==> src/rtl/ptu_pkg.sv <==
package ptu_pkg;
  typedef enum logic [1:0] {
    SEL_TRIG_VAL = 2'd0,
    SEL_TRIG_MSK = 2'd1,
    SEL_PAT_VAL  = 2'd2,
    SEL_PAT_MSK  = 2'd3
  } arr_sel_e;

  localparam int CTL_W        = 3;
  localparam int CTL_TOGGLE   = 0;
  localparam int CTL_PAT_TS   = 1;
  localparam int CTL_TRIG_TS  = 2;
endpackage

==> src/rtl/ptu_regs.sv <==
module ptu_regs
  import ptu_pkg::*;
#(
  parameter int DATA_W = 256,
  parameter int WORD_W = 32,
  localparam int NWORDS = DATA_W / WORD_W,
  localparam int WIDX_W = (NWORDS > 1) ? $clog2(NWORDS) : 1,
  localparam int ADDR_W = WIDX_W + 3
) (
  input  logic              clk,
  input  logic              rst_n,
  input  logic              we,
  input  logic [ADDR_W-1:0] addr,
  input  logic [WORD_W-1:0] wdata,
  output logic [DATA_W-1:0] trig_val,
  output logic [DATA_W-1:0] trig_msk,
  output logic [DATA_W-1:0] pat_val,
  output logic [DATA_W-1:0] pat_msk,
  output logic [CTL_W-1:0]  ctl
);
  logic              is_ctl;
  arr_sel_e          sel;
  logic [WIDX_W-1:0] widx;

  assign is_ctl = addr[ADDR_W-1];
  assign sel    = arr_sel_e'(addr[ADDR_W-2 -: 2]);
  assign widx   = addr[WIDX_W-1:0];

  for (genvar w = 0; w < NWORDS; w++) begin : g_word
    logic hit_w;
    assign hit_w = we && !is_ctl && (widx == WIDX_W'(w));

    always_ff @(posedge clk or negedge rst_n) begin
      if (!rst_n) begin
        trig_val[w*WORD_W +: WORD_W] <= '0;
        trig_msk[w*WORD_W +: WORD_W] <= '0;
        pat_val[w*WORD_W +: WORD_W]  <= '0;
        pat_msk[w*WORD_W +: WORD_W]  <= '0;
      end else if (hit_w) begin
        case (sel)
          SEL_TRIG_VAL: trig_val[w*WORD_W +: WORD_W] <= wdata;
          SEL_TRIG_MSK: trig_msk[w*WORD_W +: WORD_W] <= wdata;
          SEL_PAT_VAL:  pat_val[w*WORD_W +: WORD_W]  <= wdata;
          default:      pat_msk[w*WORD_W +: WORD_W]  <= wdata;
        endcase
      end
    end
  end

  always_ff @(posedge clk or negedge rst_n) begin
    if (!rst_n)            ctl <= '0;
    else if (we && is_ctl) ctl <= wdata[CTL_W-1:0];
  end
endmodule

==> src/rtl/ptu_match.sv <==
module ptu_match #(
  parameter int DATA_W = 256,
  parameter int WORD_W = 32,
  localparam int NWORDS = DATA_W / WORD_W
) (
  input  logic [DATA_W-1:0] data,
  input  logic [DATA_W-1:0] prev,
  input  logic [DATA_W-1:0] ref_val,
  input  logic [DATA_W-1:0] ref_msk,
  input  logic              toggle,
  output logic              hit
);
  logic [NWORDS-1:0] word_eq;
  logic [NWORDS-1:0] word_chg;

  for (genvar w = 0; w < NWORDS; w++) begin : g_cmp
    logic [WORD_W-1:0] d, p, v, m;
    assign d = data[w*WORD_W +: WORD_W];
    assign p = prev[w*WORD_W +: WORD_W];
    assign v = ref_val[w*WORD_W +: WORD_W];
    assign m = ref_msk[w*WORD_W +: WORD_W];
    assign word_eq[w]  = ((d ^ v) & m) == '0;
    assign word_chg[w] = |((d ^ p) & m);
  end

  assign hit = toggle ? (|word_chg) : (&word_eq);
endmodule

==> src/rtl/ptu_top.sv <==
module ptu_top
  import ptu_pkg::*;
#(
  parameter int DATA_W = 256,
  parameter int WORD_W = 32,
  localparam int NWORDS = DATA_W / WORD_W,
  localparam int WIDX_W = (NWORDS > 1) ? $clog2(NWORDS) : 1,
  localparam int ADDR_W = WIDX_W + 3
) (
  input  logic              clk,
  input  logic              rst_n,
  input  logic              cfg_we,
  input  logic [ADDR_W-1:0] cfg_addr,
  input  logic [WORD_W-1:0] cfg_wdata,
  input  logic              smp_valid,
  output logic              smp_ready,
  input  logic [DATA_W-1:0] smp_data,
  output logic              trig_pulse,
  output logic              pat_hit,
  output logic              ts_req
);
  logic [DATA_W-1:0] trig_val, trig_msk, pat_val, pat_msk;
  logic [CTL_W-1:0]  ctl;
  logic              pat_toggle, pat_ts_en, trig_ts_en;

  logic [DATA_W-1:0] prev_q;
  logic              have_prev_q;
  logic              trig_hold_q;
  logic              ready_q;
  logic              accept;
  logic              trig_raw, pat_raw;
  logic              trig_fire, pat_fire;

  ptu_regs #(.DATA_W(DATA_W), .WORD_W(WORD_W)) u_regs (
    .clk(clk), .rst_n(rst_n), .we(cfg_we), .addr(cfg_addr), .wdata(cfg_wdata),
    .trig_val(trig_val), .trig_msk(trig_msk),
    .pat_val(pat_val), .pat_msk(pat_msk), .ctl(ctl)
  );

  assign pat_toggle = ctl[CTL_TOGGLE];
  assign pat_ts_en  = ctl[CTL_PAT_TS];
  assign trig_ts_en = ctl[CTL_TRIG_TS];

  ptu_match #(.DATA_W(DATA_W), .WORD_W(WORD_W)) u_trig_cmp (
    .data(smp_data), .prev(prev_q), .ref_val(trig_val), .ref_msk(trig_msk),
    .toggle(1'b0), .hit(trig_raw)
  );

  ptu_match #(.DATA_W(DATA_W), .WORD_W(WORD_W)) u_pat_cmp (
    .data(smp_data), .prev(prev_q), .ref_val(pat_val), .ref_msk(pat_msk),
    .toggle(pat_toggle), .hit(pat_raw)
  );

  assign smp_ready = ready_q;
  assign accept    = smp_valid && ready_q;
  assign trig_fire = trig_raw && !trig_hold_q;
  assign pat_fire  = pat_raw && (!pat_toggle || have_prev_q);

  always_ff @(posedge clk or negedge rst_n) begin
    if (!rst_n) begin
      ready_q     <= 1'b0;
      prev_q      <= '0;
      have_prev_q <= 1'b0;
      trig_hold_q <= 1'b0;
      trig_pulse  <= 1'b0;
      pat_hit     <= 1'b0;
      ts_req      <= 1'b0;
    end else begin
      ready_q    <= 1'b1;
      trig_pulse <= accept && trig_fire;
      pat_hit    <= accept && pat_fire;
      ts_req     <= accept && ((trig_fire && trig_ts_en) || (pat_fire && pat_ts_en));
      if (accept) begin
        prev_q      <= smp_data;
        have_prev_q <= 1'b1;
        trig_hold_q <= trig_raw;
      end
    end
  end
endmodule

==> config.mk <==
export PLATFORM = sky130hd
export DESIGN_NAME = ptu_top
export DESIGN_NICKNAME = d
export VERILOG_FILES = /design/src/rtl/ptu_pkg.sv /design/src/rtl/ptu_regs.sv /design/src/rtl/ptu_match.sv /design/src/rtl/ptu_top.sv
export SDC_FILE = /design/constraint.sdc
export NUM_CORES = 2
export LEC_CHECK = 0
export ABC_CLOCK_PERIOD_IN_PS = 4500
export BUFFER_PORTS_ARGS = -buffer_cell sky130_fd_sc_hd__buf_2
export CORE_UTILIZATION = 64
export DETAILED_ROUTE_END_ITERATION = 10
export GPL_TIMING_DRIVEN = 0
export PLACE_DENSITY = 0.83
export SLEW_MARGIN = 10
export SYNTH_ARGS = -nofsm -noshare
export SYNTH_HDL_FRONTEND = slang
export SYNTH_SLANG_ARGS = --single-unit
==> constraint.sdc <==
create_clock -name clk -period 4.5 [get_ports clk]
set_input_delay 0.9 -clock clk [delete_from_list [all_inputs] [get_ports clk]]
set_output_delay 0.9 -clock clk [all_outputs]
set_load 0.005 [all_outputs]
==> flow_metrics.env <==
export IMPL_status="complete, but fails checks"
export IMPL_failed_checks="max-capacitance violations, max-slew violations"
export IMPL_maxCapViolCount=5
export IMPL_crit_chain="xor2_1 -> a22oi_1 -> nand4_1 -> nor4_1 -> nand2_1 -> nor4_2 -> nor2b_1 -> o2bb2ai_2"
export IMPL_final_setup_worst_slack_ns=0.106
export IMPL_synthDistinctLibCells=34
export IMPL_ioPinCount=302
export IMPL_nets=4902
export IMPL_syn_inst=4138
export IMPL_drt_iter0_markers=7516
export IMPL_synth_ff_type="dfrtp_1"
export IMPL_n_fill_cell=5889
export IMPL_drive_gt1_share_pct=26.4
export IMPL_powerDensity_nw_per_um2=494
export IMPL_grt_usage_pct=62.5
export IMPL_ys_warn_count=0
export IMPL_layout_min_cycle_time_ns=4.39
export IMPL_setup_viol=0
export IMPL_ys_seq_area_share_pct=55.3
export IMPL_clock_skew_ns=0.0169
export IMPL_num_rows=110
export IMPL_numPlacedInstances=5634
export IMPL_worstPathMaxFanout=2
export IMPL_firstDrtPassIters=9
export IMPL_insertion_delay_ns=0.80
export IMPL_peakVddDrop_v=0.000420
export IMPL_gp_congestion=1.16
export IMPL_cts_tree="built"
export IMPL_rsz0062_at_grt="no"
export IMPL_syn_to_final_growth_pct=14.4
export IMPL_tightest_slew_ns=1.66
export IMPL_dp_slack_ns=-0.123
export IMPL_yosysMostFrequentCell="dfrtp_1"
export IMPL_end_kind="flip-flop"
export IMPL_root_buffer="clkbuf_16"
export IMPL_netlist_area_um2=58300
export IMPL_r2r_cells=8
export IMPL_routedWlPerCell_um=48.6
export IMPL_worstReg2RegEnd="ts_req"
export IMPL_die_area_um2=92300
export IMPL_grt_pass1_vias=42100
export IMPL_crit_reg2reg_launch="u_regs.trig_val[100]"
export IMPL_cp_slowest_cell="a22oi_1"
export IMPL_overflow=0
export IMPL_synth_common_cells="1289 x dfrtp_1, 768 x xor2_1, 671 x mux2_1, 612 x mux2_2, 367 x a22oi_1"
export IMPL_antenna_found_initial=54
export IMPL_worstSetupEndpoint="ts_req"
export IMPL_worst_setup_path_type="flip-flop to flip-flop"
export IMPL_ys_async_sr_fraction_pct=100
export IMPL_core_area_um2=90100
export IMPL_multi_input_area_um2=25200
export IMPL_fp_dieH_um=304
export IMPL_cts_setup_buffers=0
export IMPL_synth_top_cell_area_share_pct=55.3
export IMPL_num_vias=44800
export IMPL_grt_first_pass_wirelength_um=375000
export IMPL_vias_per_cell=7.56
export IMPL_synth_edf_count=0
export IMPL_timing_final_hold_violations=0
export IMPL_drtAntennaViolNets=0
export IMPL_numCtsBuffers=141
export IMPL_cp_startpoint="u_regs.trig_val[100]"
export IMPL_fmax_mhz=228
export IMPL_setup_tns_ns=0
export IMPL_start_util_pct=64.7
export IMPL_synth_area_per_cell_um2=14.1
export IMPL_synth_nets=4436
export IMPL_die_x_um=304
export IMPL_seq_area_um2=32300
export IMPL_post_route_drc_count=0
export IMPL_cts_reportedPaths_clkPinSlew_ns=0.06
export IMPL_period_share_pct=97.6
export IMPL_max_stage_delay_ns=1.10
export IMPL_place_port_buffers=301
export IMPL_cts_resized=0
export IMPL_worstSetupStartpointType="flip-flop"
export IMPL_ys_ff_latch=1289
export IMPL_arrival_ns=5.11
export IMPL_totalWireLength_um=288000
export IMPL_cp_required_ns=5.21
export IMPL_hp_class="primary input to async pin"
export IMPL_reg2reg_slack_ns=0.11
export IMPL_clock_sinks=1289
export IMPL_synth_area_top_cells="dfrtp_1 55%, mux2_1 13%, mux2_2 12%, xor2_1 12%, a22oi_1 4.7%"
export IMPL_hpwl_um=214000
export IMPL_power_total_mw=33.0
export IMPL_p_leak_nw=32.6
export IMPL_cts_hold_buf=0
export IMPL_final_core_util_pct=74.0
export IMPL_final_cells=5928
export IMPL_clockBufferDepth=3
export IMPL_drv_slew=60
export IMPL_relSlewSlack_pct=-10.4
export IMPL_cts_max_level=4
export IMPL_grt_max_degree=163
export IMPL_synth_area_leader_cell="dfrtp_1"
-- final cells by class --
cell class,instances,area share (%)
flip-flops and latches,1289,48.3
multi-input cells,2625,37.8
clock buffers,214,6.51
repair buffers,323,2.93
well taps,1176,2.21
plain buffers,224,1.41
clock inverters,40,0.673
diodes,37,0.139
-- cell usage in the layout (no fill, tap or decap), types with 33 or more instances in the layout --
master,count
diode_2,37
buf_2,336
clkbuf_16,151
xor2_1,768
a22oi_1,367
clkbuf_8,33
nand4_1,95
mux2_2,612
dfrtp_1,1289
clkbuf_1,149
mux2_1,671
clkbuf_2,43
-- per-stage QoR --
| stage | instance area [µm²] | hold slack [ns] |
|---|---|---|
| 2_1_floorplan | 58300 | 0.425 |
| 3_3_place_gp | 61300 | 0.442 |
| 3_5_place_dp | 61800 | 0.454 |
| 5_1_grt | 66600 | 0.108 |
| 4_1_cts | 66600 | 0.0984 |
| 6_report | 66700 | 0.0173 |
-- critical path, delay by kind of cell (launching register included) --
family                    cells  cell delay, ns
xor gates and xnor gates      1            0.16
AOI/OAI and AO/OA             2            1.22
DFF                           1            0.39
and+or+nand+nor               5            2.53
-- flip-flops by register name, summed over array words and instances, names as in the netlist --
name             cells
trig_hold_q          1
have_prev_q          1
smp_ready            1
prev_q             256
u_regs.trig_msk    256
u_regs.pat_val     256
u_regs.pat_msk     256
u_regs.ctl           3
pat_hit              1
trig_pulse           1
ts_req               1
u_regs.trig_val    256
-- cells by family after synthesis --
kind of cell | share of synthesized area, %
AND/OR/NAND/NOR | 1.86
multiplexers | 24.8
flip-flops | 55.3
other | 0.00643
XOR/XNOR | 11.5
buffers and inverters | 1.48
AO/OA/AOI/OAI | 5.03
-- power by group --
| group | internal, mW | switching, mW |
|---|---|---|
| clock | 7.12 | 5.03 |
| combinational | 2.09 | 4.12 |
| sequential | 13.2 | 1.45 |
-- metal layers --
metal / GRT usage, % / part of all wire [%] / vias up
met5: 1.76 / 0.16 / -
li1: - / - / 15900
met1: 70.8 / 32 / 22700
met2: 79.9 / 38 / 4619
met3: 37.7 / 18 / 1582
met4: 59.7 / 13 / 19
-- how the worst min path moves through the flow --
stage	cells after the start	endpoint	from
2_1_floorplan	1	trig_pulse	trig_hold_q
3_3_place_gp	1	trig_pulse	trig_hold_q
3_5_place_dp	1	have_prev_q	have_prev_q
4_1_cts	1	u_regs.trig_msk[114]	rst_n
5_1_grt	1	u_regs.trig_msk[114]	rst_n
6_report	1	u_regs.trig_msk[114]	rst_n
Note: power is estimated with default switching activity, not from simulation.
